==> src/rtl/uart_rxc_pkg.sv <==
package uart_rxc_pkg;

   // register indices on the CPU bus; the ordering is the address map
   typedef enum int {
      REG_DATA  = 0,
      REG_STAT  = 1,
      REG_CLR   = 2,
      REG_START = 3,
      REG_STOP  = 4,
      REG_ENST  = 5
   } reg_sel_e;

   localparam int N_REGS = 6;

   // status word bit positions; the clear trigger uses the same layout
   localparam int ST_OVR  = 0;
   localparam int ST_PAR  = 1;
   localparam int ST_FRM  = 2;
   localparam int ST_FULL = 6;

   typedef struct packed {
      logic frm;
      logic par;
      logic ovr;
   } err_flags_t;

endpackage

==> src/rtl/uart_rxc_regdec.sv <==
module uart_rxc_regdec
   import uart_rxc_pkg::*;
#(
   parameter int ADDR_W = 3,
   parameter int BUS_W  = 16,
   parameter int CH_IDX = 0
) (
   input  logic [ADDR_W-1:0] addr,
   input  logic              wr,
   input  logic [BUS_W-1:0]  wdata,
   input  logic              rd,
   output logic [N_REGS-1:0] hit,
   output logic              data_rd,
   output err_flags_t        clr_mask,
   output logic              start_hit,
   output logic              stop_hit
);

   if (ADDR_W < $clog2(N_REGS)) begin : g_chk_addr
      $error("uart_rxc_regdec: ADDR_W too small for register map");
   end
   if (CH_IDX >= BUS_W || ST_FULL >= BUS_W) begin : g_chk_bus
      $error("uart_rxc_regdec: BUS_W too narrow");
   end

   for (genvar i = 0; i < N_REGS; i++) begin : g_hit
      assign hit[i] = (addr == ADDR_W'(i));
   end

   logic clr_wr;

   assign data_rd   = rd & hit[REG_DATA];
   assign clr_wr    = wr & hit[REG_CLR];
   assign start_hit = wr & hit[REG_START] & wdata[CH_IDX];
   assign stop_hit  = wr & hit[REG_STOP]  & wdata[CH_IDX];

   always_comb begin
      clr_mask     = '0;
      clr_mask.ovr = clr_wr & wdata[ST_OVR];
      clr_mask.par = clr_wr & wdata[ST_PAR];
      clr_mask.frm = clr_wr & wdata[ST_FRM];
   end

endmodule

==> src/rtl/uart_rxc_flags.sv <==
module uart_rxc_flags
   import uart_rxc_pkg::*;
#(
   parameter int DATA_W = 8
) (
   input  logic              clk,
   input  logic              rst_n,
   input  logic              enable,
   input  logic [DATA_W-1:0] rx_byte,
   input  logic              rx_done,
   input  logic              rx_par_err,
   input  logic              rx_frm_err,
   input  logic              data_rd,
   input  err_flags_t        clr_mask,
   output logic [DATA_W-1:0] data_q,
   output logic              full_q,
   output err_flags_t        errs_q
);

   if (DATA_W < 1) begin : g_chk_w
      $error("uart_rxc_flags: DATA_W must be positive");
   end

   logic       done_acc;
   err_flags_t err_new;

   assign done_acc = rx_done & enable;

   always_comb begin
      err_new     = '0;
      err_new.ovr = done_acc & full_q & ~data_rd;
      err_new.par = done_acc & rx_par_err;
      err_new.frm = done_acc & rx_frm_err;
   end

   always_ff @(posedge clk or negedge rst_n) begin
      if (!rst_n) begin
         data_q <= '0;
         full_q <= 1'b0;
      end else if (done_acc) begin
         data_q <= rx_byte;
         full_q <= 1'b1;
      end else if (data_rd) begin
         full_q <= 1'b0;
      end
   end

   // new errors take priority over a clear in the same cycle
   always_ff @(posedge clk or negedge rst_n) begin
      if (!rst_n) errs_q <= '0;
      else        errs_q <= (errs_q & ~clr_mask) | err_new;
   end

   p_full_set_r2: assert property (@(posedge clk) disable iff (!rst_n)
      done_acc |=> full_q);
   p_rd_frees_r3: assert property (@(posedge clk) disable iff (!rst_n)
      (data_rd && !done_acc) |=> !full_q);
   p_no_ovr_on_read_r3: assert property (@(posedge clk) disable iff (!rst_n)
      (data_rd && !errs_q.ovr) |=> !errs_q.ovr);
   p_ovr_set_r4: assert property (@(posedge clk) disable iff (!rst_n)
      (done_acc && full_q && !data_rd) |=> (errs_q.ovr && full_q));
   p_par_sticky_r5: assert property (@(posedge clk) disable iff (!rst_n)
      (errs_q.par && !clr_mask.par) |=> errs_q.par);
   p_clr_par_r6: assert property (@(posedge clk) disable iff (!rst_n)
      (clr_mask.par && !(done_acc && rx_par_err)) |=> !errs_q.par);
   p_err_wins_r7: assert property (@(posedge clk) disable iff (!rst_n)
      (clr_mask.frm && done_acc && rx_frm_err) |=> errs_q.frm);
   p_ignored_r9: assert property (@(posedge clk) disable iff (!rst_n)
      (rx_done && !enable && !data_rd) |=> ($stable(data_q) && $stable(full_q)));

endmodule

==> src/rtl/uart_rxc_chan.sv <==
module uart_rxc_chan #(
   parameter bit EN_AT_RESET = 1'b0
) (
   input  logic clk,
   input  logic rst_n,
   input  logic start_hit,
   input  logic stop_hit,
   output logic en_q
);

   logic en_rst;

   if (EN_AT_RESET) begin : g_rst_on
      assign en_rst = 1'b1;
   end else begin : g_rst_off
      assign en_rst = 1'b0;
   end

   // stop dominates start
   always_ff @(posedge clk or negedge rst_n) begin
      if (!rst_n)         en_q <= en_rst;
      else if (stop_hit)  en_q <= 1'b0;
      else if (start_hit) en_q <= 1'b1;
   end

   p_start_r8: assert property (@(posedge clk) disable iff (!rst_n)
      (start_hit && !stop_hit) |=> en_q);
   p_stop_r8: assert property (@(posedge clk) disable iff (!rst_n)
      stop_hit |=> !en_q);
   p_hold_r8: assert property (@(posedge clk) disable iff (!rst_n)
      (!start_hit && !stop_hit) |=> $stable(en_q));

endmodule

==> src/rtl/uart_rx_ctrl.sv <==
module uart_rx_ctrl
   import uart_rxc_pkg::*;
#(
   parameter int ADDR_W      = 3,
   parameter int BUS_W       = 16,
   parameter int DATA_W      = 8,
   parameter int CH_IDX      = 0,
   parameter bit EN_AT_RESET = 1'b0
) (
   input  logic              clk,
   input  logic              rst_n,
   input  logic [ADDR_W-1:0] bus_addr,
   input  logic              bus_wr,
   input  logic [BUS_W-1:0]  bus_wdata,
   input  logic              bus_rd,
   output logic [BUS_W-1:0]  bus_rdata,
   input  logic [DATA_W-1:0] rx_byte,
   input  logic              rx_done,
   input  logic              rx_par_err,
   input  logic              rx_frm_err,
   output logic              rx_enable
);

   if (DATA_W > BUS_W) begin : g_chk_data
      $error("uart_rx_ctrl: DATA_W exceeds BUS_W");
   end

   logic [N_REGS-1:0] hit;
   logic              data_rd;
   err_flags_t        clr_mask;
   logic              start_hit;
   logic              stop_hit;
   logic              en_q;
   logic [DATA_W-1:0] data_q;
   logic              full_q;
   err_flags_t        errs_q;

   uart_rxc_regdec #(
      .ADDR_W (ADDR_W),
      .BUS_W  (BUS_W),
      .CH_IDX (CH_IDX)
   ) regdec_i (
      .addr      (bus_addr),
      .wr        (bus_wr),
      .wdata     (bus_wdata),
      .rd        (bus_rd),
      .hit       (hit),
      .data_rd   (data_rd),
      .clr_mask  (clr_mask),
      .start_hit (start_hit),
      .stop_hit  (stop_hit)
   );

   uart_rxc_chan #(
      .EN_AT_RESET (EN_AT_RESET)
   ) chan_i (
      .clk       (clk),
      .rst_n     (rst_n),
      .start_hit (start_hit),
      .stop_hit  (stop_hit),
      .en_q      (en_q)
   );

   uart_rxc_flags #(
      .DATA_W (DATA_W)
   ) flags_i (
      .clk        (clk),
      .rst_n      (rst_n),
      .enable     (en_q),
      .rx_byte    (rx_byte),
      .rx_done    (rx_done),
      .rx_par_err (rx_par_err),
      .rx_frm_err (rx_frm_err),
      .data_rd    (data_rd),
      .clr_mask   (clr_mask),
      .data_q     (data_q),
      .full_q     (full_q),
      .errs_q     (errs_q)
   );

   assign rx_enable = en_q;

   logic [BUS_W-1:0] data_word;

   if (BUS_W > DATA_W) begin : g_pad
      assign data_word = {{(BUS_W-DATA_W){1'b0}}, data_q};
   end else begin : g_nopad
      assign data_word = data_q;
   end

   always_comb begin
      bus_rdata = '0;
      if (hit[REG_DATA]) bus_rdata = data_word;
      if (hit[REG_STAT]) begin
         bus_rdata[ST_OVR]  = errs_q.ovr;
         bus_rdata[ST_PAR]  = errs_q.par;
         bus_rdata[ST_FRM]  = errs_q.frm;
         bus_rdata[ST_FULL] = full_q;
      end
      if (hit[REG_ENST]) bus_rdata[CH_IDX] = en_q;
   end

   p_stopped_quiet_r9: assert property (@(posedge clk) disable iff (!rst_n)
      (!rx_enable && !(bus_wr && hit[REG_CLR])) |=> $stable(errs_q));

endmodule

==> config.mk <==
export PLATFORM = sky130hd
export DESIGN_NAME = uart_rx_ctrl
export DESIGN_NICKNAME = d
export VERILOG_FILES = /design/src/rtl/uart_rxc_pkg.sv /design/src/rtl/uart_rxc_regdec.sv /design/src/rtl/uart_rxc_flags.sv /design/src/rtl/uart_rxc_chan.sv /design/src/rtl/uart_rx_ctrl.sv
export SDC_FILE = /design/constraint.sdc
export NUM_CORES = 1
export LEC_CHECK = 0
export BUFFER_PORTS_ARGS = -buffer_cell sky130_fd_sc_hd__buf_2
export CAP_MARGIN = 20
export CORE_MARGIN = 5
export CORE_UTILIZATION = 35
export CTS_CLUSTER_DIAMETER = 200
export CTS_CLUSTER_SIZE = 10
export DETAILED_ROUTE_END_ITERATION = 12
export PLACE_DENSITY_LB_ADDON = 0.1
export SLEW_MARGIN = 0
export SYNTH_ARGS = -nofsm -noshare
export SYNTH_HDL_FRONTEND = slang
export SYNTH_SLANG_ARGS = --single-unit
==> constraint.sdc <==
create_clock -name clk -period 1.4 [get_ports clk]
set_input_delay 0.42 -clock clk [delete_from_list [all_inputs] [get_ports clk]]
set_output_delay 0.42 -clock clk [all_outputs]
set_load 0.03 [all_outputs]
==> impl_metrics.py <==
metrics = {
    "status": {
        "status": "finished with violations",
        "violations": "setup timing",
    },
    "clock_network": {
        "numClockSinks": 13,
        "insertion_delay_ns": 0.27,
        "cts.path.max_buffers": 2,
        "clkTransAtPathRegs_ns": 0.08,
        "cts_tree": "yes",
        "root_buffer": "clkbuf_4",
        "numCtsBuffers": 3,
        "ctsHoldBuffers": 0,
        "h-tree-depth": 1,
    },
    "sta": {
        "fin_skew_ns": 0.00571,
        "fmax_mhz": 590,
        "setup_viol": 9,
        "post-route-period-util_pct": 121,
        "finalWorstSetupSlack_ns": -0.295,
        "slew_viol_final": 0,
        "finalHoldViolCount": 0,
        "finalCriticalPeriod_ns": 1.70,
        "rsz0062_at_grt": "true",
    },
    "synthesis": {
        "synth_top_area_share_pct": 45.1,
        "synth_flop_cell": "dfrtp_1",
        "async_flop_share_pct": 100,
        "ys_seq_area_share_pct": 45.1,
        "synth_area_per_cell_sq_um": 11.3,
        "syn_area_sq_um": 721,
        "postSynthCellCount": 64,
        "yosys.area.top_type": "dfrtp_1",
        "ys_seq_elements": 13,
        "synth_enable_flop_cells": 0,
        "ys_warn_count": 0,
        "ys_types": 21,
        "synth.area.top_cells": "dfrtp_1 45%, mux2_2 14%, buf_4 8.3%, mux2i_1 4.2%, and2_1 3.5%",
    },
    "critical_path": {
        "end_kind": "output pin",
        "reg2reg_from": "chan_i.en_q",
        "critical_path_class": "reg2out",
        "slowest_delay_ns": 0.41,
        "cpMaxStageDelayCell": "dfrtp_2",
        "cp.arrival_ns": 1.28,
        "path_cells": "mux2_4 > a22oi_2 > nor2_4 > buf_6",
        "crit_fanout": 2,
        "worstReg2RegEnd": "flags_i.data_q[6]",
        "reg2reg_slack_ns": 0.07,
        "critPathLaunchType": "flip-flop",
        "rr_worst_depth": 4,
        "crit_required_ns": 0.98,
    },
    "floorplanning": {
        "dieArea_sq_um": 3070,
        "rows": 16,
        "fp.dieW_microns": 55.4,
        "start_util_pct": 36.7,
        "ios": 51,
        "fp.dieH_microns": 55.4,
        "core_sq_um": 1960,
    },
    "final_layout": {
        "layout-drive-gt1-share_pct": 62.5,
        "fin_cells": 131,
        "area_growth_pct": 50.0,
        "num-fill-cells": 187,
        "finalNetCount": 139,
        "num_antenna_cells": 0,
    },
    "routing": {
        "wirelength_microns": 1700,
        "wl_per_cell_microns": 13.0,
        "vias_per_cell": 4.60,
        "first_pass_iters": 2,
        "drcViolationCount": 0,
        "postRouteAntennaNets": 0,
        "drt-initial-drc-count": 7,
        "routed-via-count": 602,
    },
    "pwr": {
        "peakVddDrop_mv": 0.736,
        "power_w": 0.00116,
        "p_leak_nw": 0.537,
        "p_per_area_nw_per_um2": 1070,
    },
    "global_route": {
        "grt_overflow": 0,
        "grt_pass1_vias": 620,
        "grt_max_degree": 14,
        "grt.total_usage_pct": 11.0,
        "grt_pass1_wl_microns": 2730,
        "antenna_found_initial": 0,
    },
    "min_path": {
        "hp-class": "in2async",
    },
    "flow_run": {
        "drv_cap": 0,
    },
    "placed_design": {
        "gp_congestion": 0.732,
        "dp.cells": 123,
        "io_buffers": 29,
        "dp_hpwl_microns": 1290,
    },
}
## registers in the layout, summed over array words and instances, names as in the netlist
name / cells
chan_i.en_q: 1
flags_i.data_q: 8
flags_i.errs_q: 3
flags_i.full_q: 1
## layer usage
| metal | vias up | part of all wire (%) | global-route usage, % | routed length [microns] |
|---|---|---|---|---|
| met1 | 293 | 43 | 12.6 | 726 |
| met2 | 18 | 51 | 18.8 | 860 |
| met5 | - | 0 | 0 | 0 |
| met3 | 2 | 6.0 | 2.80 | 102 |
| li1 | 289 | - | - | - |
| met4 | 0 | 0.59 | 5.21 | 10 |
## what timing repair did
| item | in CTS | in global routing |
|---|---|---|
| hold endpoints to repair | 0 | 0 |
| buffers inserted | 0 | 4 |
| endpoints found under the setup margin | 9 | 9 |
| gates resized for setup | 23 | 2 |
| pin swaps | 6 | 1 |
## power breakdown
| part | leakage (nW) | internal, W | switching, W |
|---|---|---|---|
| clock network | 0.0150 | 0.000110 | 0.000115 |
| registers | 0.161 | 0.000481 | 0.0000539 |
| logic | 0.361 | 0.000219 | 0.000180 |
| total | 0.537 | 0.000810 | 0.000350 |
## how the worst max path moves through the flow
stage                            from            to  slack [ns]  cells after the start
after floorplan           bus_addr[2]  bus_rdata[0]       -0.10                      4
after global placement    bus_addr[2]  bus_rdata[0]       -0.28                      5
after detailed placement  bus_addr[2]  bus_rdata[0]       -0.28                      5
after CTS                 chan_i.en_q  bus_rdata[0]       -0.33                      4
after global routing      chan_i.en_q  bus_rdata[0]       -0.35                      4
final                     chan_i.en_q  bus_rdata[0]       -0.30                      4
## cell usage in the layout, fill, tap and decap left out, drive strengths merged
| cell | instances |
|---|---|
| buf | 40 |
| dfrtp | 13 |
| mux2 | 9 |
| conb | 8 |
| nand2 | 5 |
| and2 | 4 |
| nor3 | 4 |
| clkbuf | 4 |
| mux2i | 3 |
| nor2 | 3 |
| a32o | 2 |
| inv | 2 |
| and4bb | 1 |
| o41ai | 1 |
| o2bb2ai | 1 |
| a22oi | 1 |
| a41oi | 1 |
| nand4b | 1 |
| a21oi | 1 |
## critical path: cells and delay by family, from the launching register on
family | cells | cell delay (ns)
multiplexers | 1 | 0.26
AO/OA/AOI/OAI | 1 | 0.17
AND/OR/NAND/NOR | 1 | 0.04
flip-flops | 1 | 0.41
buffers and inverters | 1 | 0.13
## cell families after synthesis
logic type / Yosys count / share of synthesized area, %
AOI/OAI and AO/OA: 7 / 9.20
other: 1 / 0.520
muxes: 12 / 18.2
buffers and inverters: 13 / 13.2
and+or+nand+nor: 18 / 13.7
DFF: 13 / 45.1
## synth_stat cells, types with 2 or more instances
| cell type | n |
|---|---|
| dfrtp_1 | 13 |
| mux2_2 | 9 |
| buf_4 | 8 |
| and2_1 | 4 |
| nand2_1 | 4 |
| nor3_1 | 4 |
| mux2i_1 | 3 |
| nor2_1 | 3 |
| a32o_1 | 2 |
| buf_6 | 2 |
| inv_1 | 2 |
## stage by stage
| stage | TNS, ns | setup slack [ns] | hold WS [ns] | instance area, sq um | util (%) |
|---|---|---|---|---|---|
| 2_1_floorplan | -0.544 | -0.103 | 0.124 | 806 | - |
| 3_3_place_gp | -1.62 | -0.277 | 0.323 | 938 | 47.8 |
| 3_5_place_dp | -1.63 | -0.284 | 0.320 | 938 | 47.8 |
| 4_1_cts | -1.07 | -0.335 | 0.0222 | 1040 | 53.2 |
| 5_1_grt | -1.41 | -0.354 | 0.0334 | 1080 | 55.1 |
| 6_report | -1.07 | -0.295 | 0.0149 | 1080 | 55.1 |
## area by class of cell
cell class / instances / area, sq um / share of cell area (%)
Clock buffer: 4 / 26.3 / 2.43
Inverter: 2 / 7.51 / 0.694
Tap cell: 27 / 33.8 / 3.12
Timing Repair Buffer: 40 / 308 / 28.5
Sequential cell: 13 / 327 / 30.2
Multi-Input combinational cell: 45 / 379 / 35.1
Note: power is estimated with default switching activity, not from simulation.
